--- src/rtl/evmon_pkg.sv ---
package evmon_pkg;
  localparam int unsigned ADDR_W   = 12;
  localparam int unsigned DATA_W   = 32;
  localparam int unsigned CNT_W    = 32;
  localparam int unsigned IDX_W    = 8;
  localparam int unsigned EVFLD_W  = 8;
  localparam int unsigned GRP_EN_BIT = 11;

  localparam logic [ADDR_W-1:0] A_CTRL  = 12'h000;
  localparam logic [ADDR_W-1:0] A_CFG   = 12'h004;
  localparam logic [ADDR_W-1:0] A_GRP   = 12'h040;
  localparam logic [ADDR_W-1:0] A_ENSET = 12'h100;
  localparam logic [ADDR_W-1:0] A_ENCLR = 12'h140;
  localparam logic [ADDR_W-1:0] A_IESET = 12'h180;
  localparam logic [ADDR_W-1:0] A_IECLR = 12'h1C0;
  localparam logic [ADDR_W-1:0] A_OVF   = 12'h200;
  localparam logic [ADDR_W-1:0] A_CNT   = 12'h400;
  localparam logic [ADDR_W-1:0] A_EVT   = 12'h600;

  // strobes from the register control to the counter datapath
  typedef struct packed {
    logic              clrAll;
    logic              cntWr;
    logic [IDX_W-1:0]  cntIdx;
    logic              ovfClr;
    logic [IDX_W-1:0]  ovfWord;
    logic [DATA_W-1:0] data;
  } dpStrobe_t;
endpackage

--- src/rtl/evmon_ctrl.sv ---
module evmon_ctrl
  import evmon_pkg::*;
#(
  parameter int unsigned NUM_GROUPS     = 2,
  parameter int unsigned CNTS_PER_GROUP = 4,
  parameter int unsigned NUM_EVENTS     = 4
) (
  input  logic                                  clk,
  input  logic                                  rstN,
  input  logic [ADDR_W-1:0]                     addr,
  input  logic [DATA_W-1:0]                     wrData,
  input  logic                                  wrEn,
  input  logic                                  rdEn,
  output logic [DATA_W-1:0]                     rdData,
  input  logic [NUM_EVENTS-1:0]                 events,
  input  logic [NUM_GROUPS*CNTS_PER_GROUP-1:0][CNT_W-1:0] counts,
  input  logic [NUM_GROUPS*CNTS_PER_GROUP-1:0]  ovf,
  output logic [NUM_GROUPS*CNTS_PER_GROUP-1:0]  irqEn,
  output logic [NUM_GROUPS*CNTS_PER_GROUP-1:0]  incMask,
  output dpStrobe_t                             strb
);
  localparam int unsigned NUM_CNT   = NUM_GROUPS * CNTS_PER_GROUP;
  localparam int unsigned NUM_WORDS = (NUM_CNT + 31) / 32;
  localparam int unsigned W0_BITS   = (NUM_CNT < 32) ? NUM_CNT : 32;

  logic                    globalEn;
  logic [NUM_GROUPS-1:0]   grpEn;
  logic [NUM_CNT-1:0]      cntEn;
  logic [NUM_CNT-1:0][EVFLD_W-1:0] evtSel;
  logic [DATA_W-1:0]       rdNext;

  function automatic logic inRange(input logic [ADDR_W-1:0] a,
                                   input logic [ADDR_W-1:0] base,
                                   input int unsigned n);
    return (a[1:0] == 2'b00) && (32'(a) >= 32'(base)) &&
           (32'(a) < 32'(base) + n * 32'd4);
  endfunction

  function automatic logic [IDX_W-1:0] idxOf(input logic [ADDR_W-1:0] a,
                                             input logic [ADDR_W-1:0] base);
    logic [ADDR_W-1:0] off;
    off = a - base;
    return off[IDX_W+1:2];
  endfunction

  logic hitCtrl, hitCfg, hitGrp, hitEnSet, hitEnClr, hitIeSet, hitIeClr;
  logic hitOvf, hitCnt, hitEvt;
  logic [IDX_W-1:0] idx;

  always_comb begin
    hitCtrl  = inRange(addr, A_CTRL, 1);
    hitCfg   = inRange(addr, A_CFG, 1);
    hitGrp   = inRange(addr, A_GRP, NUM_GROUPS);
    hitEnSet = inRange(addr, A_ENSET, NUM_WORDS);
    hitEnClr = inRange(addr, A_ENCLR, NUM_WORDS);
    hitIeSet = inRange(addr, A_IESET, NUM_WORDS);
    hitIeClr = inRange(addr, A_IECLR, NUM_WORDS);
    hitOvf   = inRange(addr, A_OVF, NUM_WORDS);
    hitCnt   = inRange(addr, A_CNT, NUM_CNT);
    hitEvt   = inRange(addr, A_EVT, NUM_CNT);
    idx = '0;
    if (hitGrp)                idx = idxOf(addr, A_GRP);
    else if (hitEnSet)         idx = idxOf(addr, A_ENSET);
    else if (hitEnClr)         idx = idxOf(addr, A_ENCLR);
    else if (hitIeSet)         idx = idxOf(addr, A_IESET);
    else if (hitIeClr)         idx = idxOf(addr, A_IECLR);
    else if (hitOvf)           idx = idxOf(addr, A_OVF);
    else if (hitCnt)           idx = idxOf(addr, A_CNT);
    else if (hitEvt)           idx = idxOf(addr, A_EVT);
  end

  // strobes toward the datapath
  always_comb begin
    strb.clrAll  = wrEn && hitCtrl && wrData[1];
    strb.cntWr   = wrEn && hitCnt;
    strb.cntIdx  = idx;
    strb.ovfClr  = wrEn && hitOvf;
    strb.ovfWord = idx;
    strb.data    = wrData;
  end

  // event selection and three-level gating
  always_comb begin
    for (int n = 0; n < NUM_CNT; n++) begin
      logic hit;
      hit = 1'b0;
      for (int e = 0; e < NUM_EVENTS; e++)
        if (evtSel[n] == EVFLD_W'(e)) hit = hit | events[e];
      incMask[n] = globalEn && grpEn[n / CNTS_PER_GROUP] && cntEn[n] && hit;
    end
  end

  // read mux
  always_comb begin
    rdNext = '0;
    if (hitCtrl) begin
      rdNext[0] = globalEn;
    end else if (hitCfg) begin
      rdNext[31:24] = 8'(NUM_GROUPS);
      rdNext[7:0]   = 8'(NUM_CNT);
    end else if (hitGrp) begin
      for (int g = 0; g < NUM_GROUPS; g++)
        if (idx == IDX_W'(g)) begin
          rdNext[27:24]      = 4'(CNTS_PER_GROUP);
          rdNext[GRP_EN_BIT] = grpEn[g];
        end
    end else if (hitEnSet || hitEnClr) begin
      for (int n = 0; n < NUM_CNT; n++)
        if (idx == IDX_W'(n / 32)) rdNext[n % 32] = cntEn[n];
    end else if (hitIeSet || hitIeClr) begin
      for (int n = 0; n < NUM_CNT; n++)
        if (idx == IDX_W'(n / 32)) rdNext[n % 32] = irqEn[n];
    end else if (hitOvf) begin
      for (int n = 0; n < NUM_CNT; n++)
        if (idx == IDX_W'(n / 32)) rdNext[n % 32] = ovf[n];
    end else if (hitCnt) begin
      for (int n = 0; n < NUM_CNT; n++)
        if (idx == IDX_W'(n)) rdNext = DATA_W'(counts[n]);
    end else if (hitEvt) begin
      for (int n = 0; n < NUM_CNT; n++)
        if (idx == IDX_W'(n)) rdNext[EVFLD_W-1:0] = evtSel[n];
    end
  end

  always_ff @(posedge clk) begin
    if (!rstN) begin
      globalEn <= 1'b0;
      grpEn    <= '0;
      cntEn    <= '0;
      irqEn    <= '0;
      evtSel   <= '0;
      rdData   <= '0;
    end else begin
      if (wrEn && hitCtrl) globalEn <= wrData[0];
      for (int g = 0; g < NUM_GROUPS; g++)
        if (wrEn && hitGrp && idx == IDX_W'(g)) grpEn[g] <= wrData[GRP_EN_BIT];
      for (int n = 0; n < NUM_CNT; n++) begin
        if (wrEn && idx == IDX_W'(n / 32) && wrData[n % 32]) begin
          if (hitEnSet) cntEn[n] <= 1'b1;
          if (hitEnClr) cntEn[n] <= 1'b0;
          if (hitIeSet) irqEn[n] <= 1'b1;
          if (hitIeClr) irqEn[n] <= 1'b0;
        end
        if (wrEn && hitEvt && idx == IDX_W'(n)) evtSel[n] <= wrData[EVFLD_W-1:0];
      end
      if (rdEn) rdData <= rdNext;
    end
  end

  // a set write leaves every written-one bit of word 0 enabled
  p_enset_r5: assert property (@(posedge clk) disable iff (!rstN)
    (wrEn && addr == A_ENSET) |=>
      ((cntEn[W0_BITS-1:0] & $past(wrData[W0_BITS-1:0])) == $past(wrData[W0_BITS-1:0])));

  // a clear write leaves every written-one bit of word 0 disabled
  p_ieclr_r6: assert property (@(posedge clk) disable iff (!rstN)
    (wrEn && addr == A_IECLR) |=>
      ((irqEn[W0_BITS-1:0] & $past(wrData[W0_BITS-1:0])) == '0));

  // global enable follows a control write
  p_global_r2: assert property (@(posedge clk) disable iff (!rstN)
    (wrEn && addr == A_CTRL) |=> (globalEn == $past(wrData[0])));
endmodule

--- src/rtl/evmon_datapath.sv ---
module evmon_datapath
  import evmon_pkg::*;
#(
  parameter int unsigned NUM_CNT = 8
) (
  input  logic                            clk,
  input  logic                            rstN,
  input  dpStrobe_t                       strb,
  input  logic [NUM_CNT-1:0]              incMask,
  output logic [NUM_CNT-1:0][CNT_W-1:0]   counts,
  output logic [NUM_CNT-1:0]              ovf
);
  localparam logic [CNT_W-1:0] ALL_ONES = {CNT_W{1'b1}};

  always_ff @(posedge clk) begin
    if (!rstN) begin
      counts <= '0;
      ovf    <= '0;
    end else begin
      for (int n = 0; n < NUM_CNT; n++) begin
        logic wrHere, wrap;
        wrHere = strb.cntWr && (strb.cntIdx == IDX_W'(n));
        wrap   = incMask[n] && (counts[n] == ALL_ONES) && !strb.clrAll && !wrHere;
        if (strb.clrAll)     counts[n] <= '0;
        else if (wrHere)     counts[n] <= strb.data[CNT_W-1:0];
        else if (incMask[n]) counts[n] <= counts[n] + 1'b1;
        // a new wrap outranks a clear on the same edge
        if (wrap)
          ovf[n] <= 1'b1;
        else if (strb.ovfClr && strb.ovfWord == IDX_W'(n / 32) && strb.data[n % 32])
          ovf[n] <= 1'b0;
      end
    end
  end

  for (genvar i = 0; i < NUM_CNT; i++) begin : g_chk
    // clear-all strobe leaves the counter at zero
    p_clear_r3: assert property (@(posedge clk) disable iff (!rstN)
      strb.clrAll |=> (counts[i] == '0));
    // wrapping increment raises the sticky flag
    p_wrap_r9: assert property (@(posedge clk) disable iff (!rstN)
      (incMask[i] && counts[i] == ALL_ONES && !strb.clrAll && !strb.cntWr) |=> ovf[i]);
    // no gate open and no write means the count holds
    p_hold_r7: assert property (@(posedge clk) disable iff (!rstN)
      (!incMask[i] && !strb.clrAll && !strb.cntWr) |=> $stable(counts[i]));
  end
endmodule

--- src/rtl/evmon_top.sv ---
module evmon_top
  import evmon_pkg::*;
#(
  parameter int unsigned NUM_GROUPS     = 2,
  parameter int unsigned CNTS_PER_GROUP = 4,
  parameter int unsigned NUM_EVENTS     = 4
) (
  input  logic                  clk,
  input  logic                  rstN,
  input  logic [ADDR_W-1:0]     addr,
  input  logic [DATA_W-1:0]     wrData,
  input  logic                  wrEn,
  input  logic                  rdEn,
  output logic [DATA_W-1:0]     rdData,
  input  logic [NUM_EVENTS-1:0] events,
  output logic                  irq
);
  localparam int unsigned NUM_CNT = NUM_GROUPS * CNTS_PER_GROUP;

  dpStrobe_t                       strb;
  logic [NUM_CNT-1:0]              incMask;
  logic [NUM_CNT-1:0]              irqEn;
  logic [NUM_CNT-1:0]              ovf;
  logic [NUM_CNT-1:0][CNT_W-1:0]   counts;

  evmon_ctrl #(
    .NUM_GROUPS(NUM_GROUPS), .CNTS_PER_GROUP(CNTS_PER_GROUP), .NUM_EVENTS(NUM_EVENTS)
  ) ctrl_i (
    .clk(clk), .rstN(rstN), .addr(addr), .wrData(wrData), .wrEn(wrEn), .rdEn(rdEn),
    .rdData(rdData), .events(events), .counts(counts), .ovf(ovf), .irqEn(irqEn),
    .incMask(incMask), .strb(strb)
  );

  evmon_datapath #(.NUM_CNT(NUM_CNT)) dp_i (
    .clk(clk), .rstN(rstN), .strb(strb), .incMask(incMask), .counts(counts), .ovf(ovf)
  );

  assign irq = |(ovf & irqEn);

  // an interrupt always has a flag behind it
  p_irq_flag_r11: assert property (@(posedge clk) disable iff (!rstN)
    irq |-> (ovf != '0));
endmodule

--- config.mk ---
export PLATFORM = sky130hd
export DESIGN_NAME = evmon_top
export DESIGN_NICKNAME = d
export VERILOG_FILES = /design/src/rtl/evmon_pkg.sv /design/src/rtl/evmon_ctrl.sv /design/src/rtl/evmon_datapath.sv /design/src/rtl/evmon_top.sv
export SDC_FILE = /design/constraint.sdc
export NUM_CORES = 1
export LEC_CHECK = 0
export CAP_MARGIN = 20
export CORE_MARGIN = 2
export CORE_UTILIZATION = 50
export DETAILED_ROUTE_END_ITERATION = 8
export DONT_BUFFER_PORTS = 1
export PLACE_DENSITY_LB_ADDON = 0.3
export SLEW_MARGIN = 20
export SYNTH_ARGS = -nofsm -noshare
export SYNTH_HDL_FRONTEND = slang
export SYNTH_SLANG_ARGS = --single-unit
--- constraint.sdc ---
create_clock -name clk -period 4.84 [get_ports clk]
set_input_delay 0.484 -clock clk [delete_from_list [all_inputs] [get_ports clk]]
set_output_delay 0.484 -clock clk [all_outputs]
set_load 0.03 [all_outputs]
==> run metrics <==
outcome=complete, no violations; DR WL/cell=about 25 um; Pwr Density=278 nW/um^2; critical path endpoint category=flip-flop; most used flip-flop cell after synthesis=dfxtp_1; CP required=approximately 5300 ps; final core occ=between 50 and 60%; Slew @ Worst Pin=1110 ps; ANT nets after route=0; Via density=6.60; Setup Skew=~35 ps; hpwl dp=59.7 mm; Post-Synth Simple-Gate Area=24.1%; Syn Area/Cell=7.98 sq um; most frequent cells in the layout=nor2_1, dfxtp_1, nand2_1; Final Slew Violations=0; Synth Register Bits=379; DRC Markers=0; total gr overflow=0; Routed WL=83.3 mm; Pwr Total=between 6 and 7 mW; Longest Clk Path Bufs=3; Syn Inst Count=2760; crit share post-route=around 80%; initial antenna violation count=2; sequential power share=46.7%; TritonCTS Buffers=43; Pleak=8.08 nW; vias in the first global route=20397; Synth area leader=dfxtp_1; DP Worst Slack=466 ps; clock latency on the worst-skew pair=around 600 ps; setup violators final=0; Compound-Gate Fraction of Synth Area=between 20% and 30%; syn nets=2834; sequential area share after synthesis=34.4%; postcts setup bufs=0; Filler cells=3983; largest family of logic cells by synthesized area=simple AND/OR/NAND/NOR gates; Synth cell types=86; critical path class=input pin to flip-flop; sw power=1.61 mW; row cnt=76; Total GRT Usage=35.4%; largest net degree at the start of global routing=81; layout cells sized above 1=8.27%; Max FO, Critical Path=25; Synth area leaders=dfxtp_1, a211oi_1, nor2_1, xor2_1, xnor2_1; Die X=between 200 and 250 um; Yosys warning count=0; maxcap violations=0; maximum clock rate=around 250 MHz; clk slew on worst S/H paths=around 60 ps; first-iteration detailed-routing DRC count=about 2600; Clock power frac=48.9%; commonest non-fill, non-tap cell in the layout=nor2_1; PortBufs=0; Hold Buf Count CTS=0; RSZ-0062 raised after global routing=no; setup TNS=0 ps; DR vias=between 20000 and 25000; GP Congestion=1.03; TritonRoute pass-1 iters=6; multiplexer share of the synthesized area=under 10%; Initial Utilization=between 50% and 60%; area of the die=45800 sq um; Max-slew headroom=25.8%; CTS H-tree lvls=2; CP arrival=about 4400 ps; VDD IR max=0.000272 V; worst hold path type=input pin to flip-flop; Hold WS=16.2 ps; Chip Height=214 um; final hold viol count=0; worst setup margin=between 800 and 900 ps; mapped cell area=22000 sq um; Gate power share=about 4.4%; post-synthesis adder-cell area fraction=1.25%; number of synthesized flops with an enable pin=0; clk root buf=clkbuf_16; CTS resizes=0; final critical-path required period=between 3000 and 4000 ps; IO Pins=85; proportion of netlist area held by the largest area contributor=34.4%; Internal=between 5 and 6 mW; sw frac=24.0%; CTS tree=done; Area Growth Syn to Fin=9.53%; Nets=2761; first-pass GRT wire length=127 mm; FFs w/ async S/R, synth=0%; Startpoint Class=input pin; core box area=roughly 43000 sq um; clk sinks=between 300 and 400; Synth Area in XOR/XNOR=9.98%
[registers in the layout, summed over array words and instances, names as in the netlist]
name / flops
ctrl_i.cntEn: 8
dp_i.ovf: 8
ctrl_i.globalEn: 1
ctrl_i.rdData: 32
dp_i.counts: 256
ctrl_i.evtSel: 64
ctrl_i.grpEn: 2
ctrl_i.irqEn: 8
[final cells by class]
class	instances	area [sq um]	area share (%)
clock buffer	70	1330	5.51
inverter	33	124	0.513
sequential	379	7590	31.4
tap	585	732	3.03
timing repair buffer	89	785	3.25
antenna	2	5.00	0.0207
clock inverter	9	72.6	0.301
multi-input combinational	2141	13500	55.9
[power by group through the flow]
stage               logic, mW  clock network, mW  registers, mW
floorplan               0.242                  0           3.20
detailed placement      0.282                  0           3.20
global route            0.308               3.42           3.13
global placement        0.283                  0           3.20
CTS                     0.283               3.29           3.13
finish                  0.295               3.28           3.13
[path summary, 6_finish.rpt]
| check | startpoint | to | slack, ps | depth (start not counted) |
|---|---|---|---|---|
| max | addr[7] | ctrl_i.rdData[28]$_SDFFE_PN0P_ | 890 | 14 |
| min | rstN | ctrl_i.rdData[9]$_SDFFE_PN0P_ | 20 | 2 |
| max reg2reg | ctrl_i.globalEn$_SDFFE_PN0P_ | dp_i.counts[62]$_SDFFE_PP0P_ | 1370 | 8 |
| min reg2reg | ctrl_i.evtSel[20]$_SDFFE_PN0P_ | ctrl_i.evtSel[20]$_SDFFE_PN0P_ | 470 | 2 |
[cell families (layout without fill, tap and decap cells)]
kind of cell    count (synthesis)  count (layout)
fa+ha+maj                      22              22
flops                         379             379
xor+xnor                      251             251
mux                            76              76
simple gates                 1137            1137
other cells                     0               2
buf+inv                       240             201
compound gates                655             655
[synthesized netlist by cell type (6+ instances only)]
cell / number
xnor2_1: 113
and3_1: 58
nand2b_1: 10
a22o_1: 26
buf_2: 62
o221ai_1: 19
inv_1: 32
clkbuf_1: 118
a221o_1: 11
xor2_1: 138
buf_4: 8
o21a_1: 6
ha_1: 22
o22a_1: 11
nor2b_1: 15
nand2_1: 259
a21o_1: 7
and2_1: 19
nor3_1: 48
a222oi_1: 7
a211oi_1: 245
buf_1: 17
mux2_2: 6
o221a_2: 8
a22oi_1: 50
o22ai_1: 14
a221oi_1: 9
nand4_1: 52
a21oi_1: 98
dfxtp_1: 379
nor4b_1: 9
a31oi_1: 25
nand3_1: 136
nor2_1: 451
mux4_2: 8
or3_1: 11
a211o_1: 15
nor4_1: 10
o21ai_0: 42
and4_1: 22
nor3_2: 6
mux2i_1: 62
o31ai_1: 17
[stage by stage]
| step | area [sq um] | cells |
|---|---|---|
| 2_1_floorplan | 22000 | 2760 |
| 6_report | 24100 | 3308 |
| 4_1_cts | 24100 | 3305 |
| 5_1_grt | 24100 | 3306 |
| 3_5_place_dp | 22700 | 3226 |
| 3_3_place_gp | 22700 | 3226 |
[routing by layer]
| layer | vias up | GRT usage, % | part of all wire [%] |
|---|---|---|---|
| met2 | 1252 | 52.0 | 42 |
| met5 | - | 0 | 0.019 |
| met3 | 224 | 8.11 | 12 |
| met1 | 10496 | 50.2 | 42 |
| li1 | 9845 | - | - |
| met4 | 2 | 13.1 | 4.0 |
[worst max-delay path: stages]
cell and delay, ps:
inv_1 190, ha_1 420, nor2_1 100, o211ai_1 230, nand2b_1 350, nand2_1 280, o31ai_2 590, nor2_1 260
nand2_2 120, buf_4 360, nand2_1 170, a211oi_1 460, buf_4 210, o32ai_1 100
(Power assumes the default switching activity.)
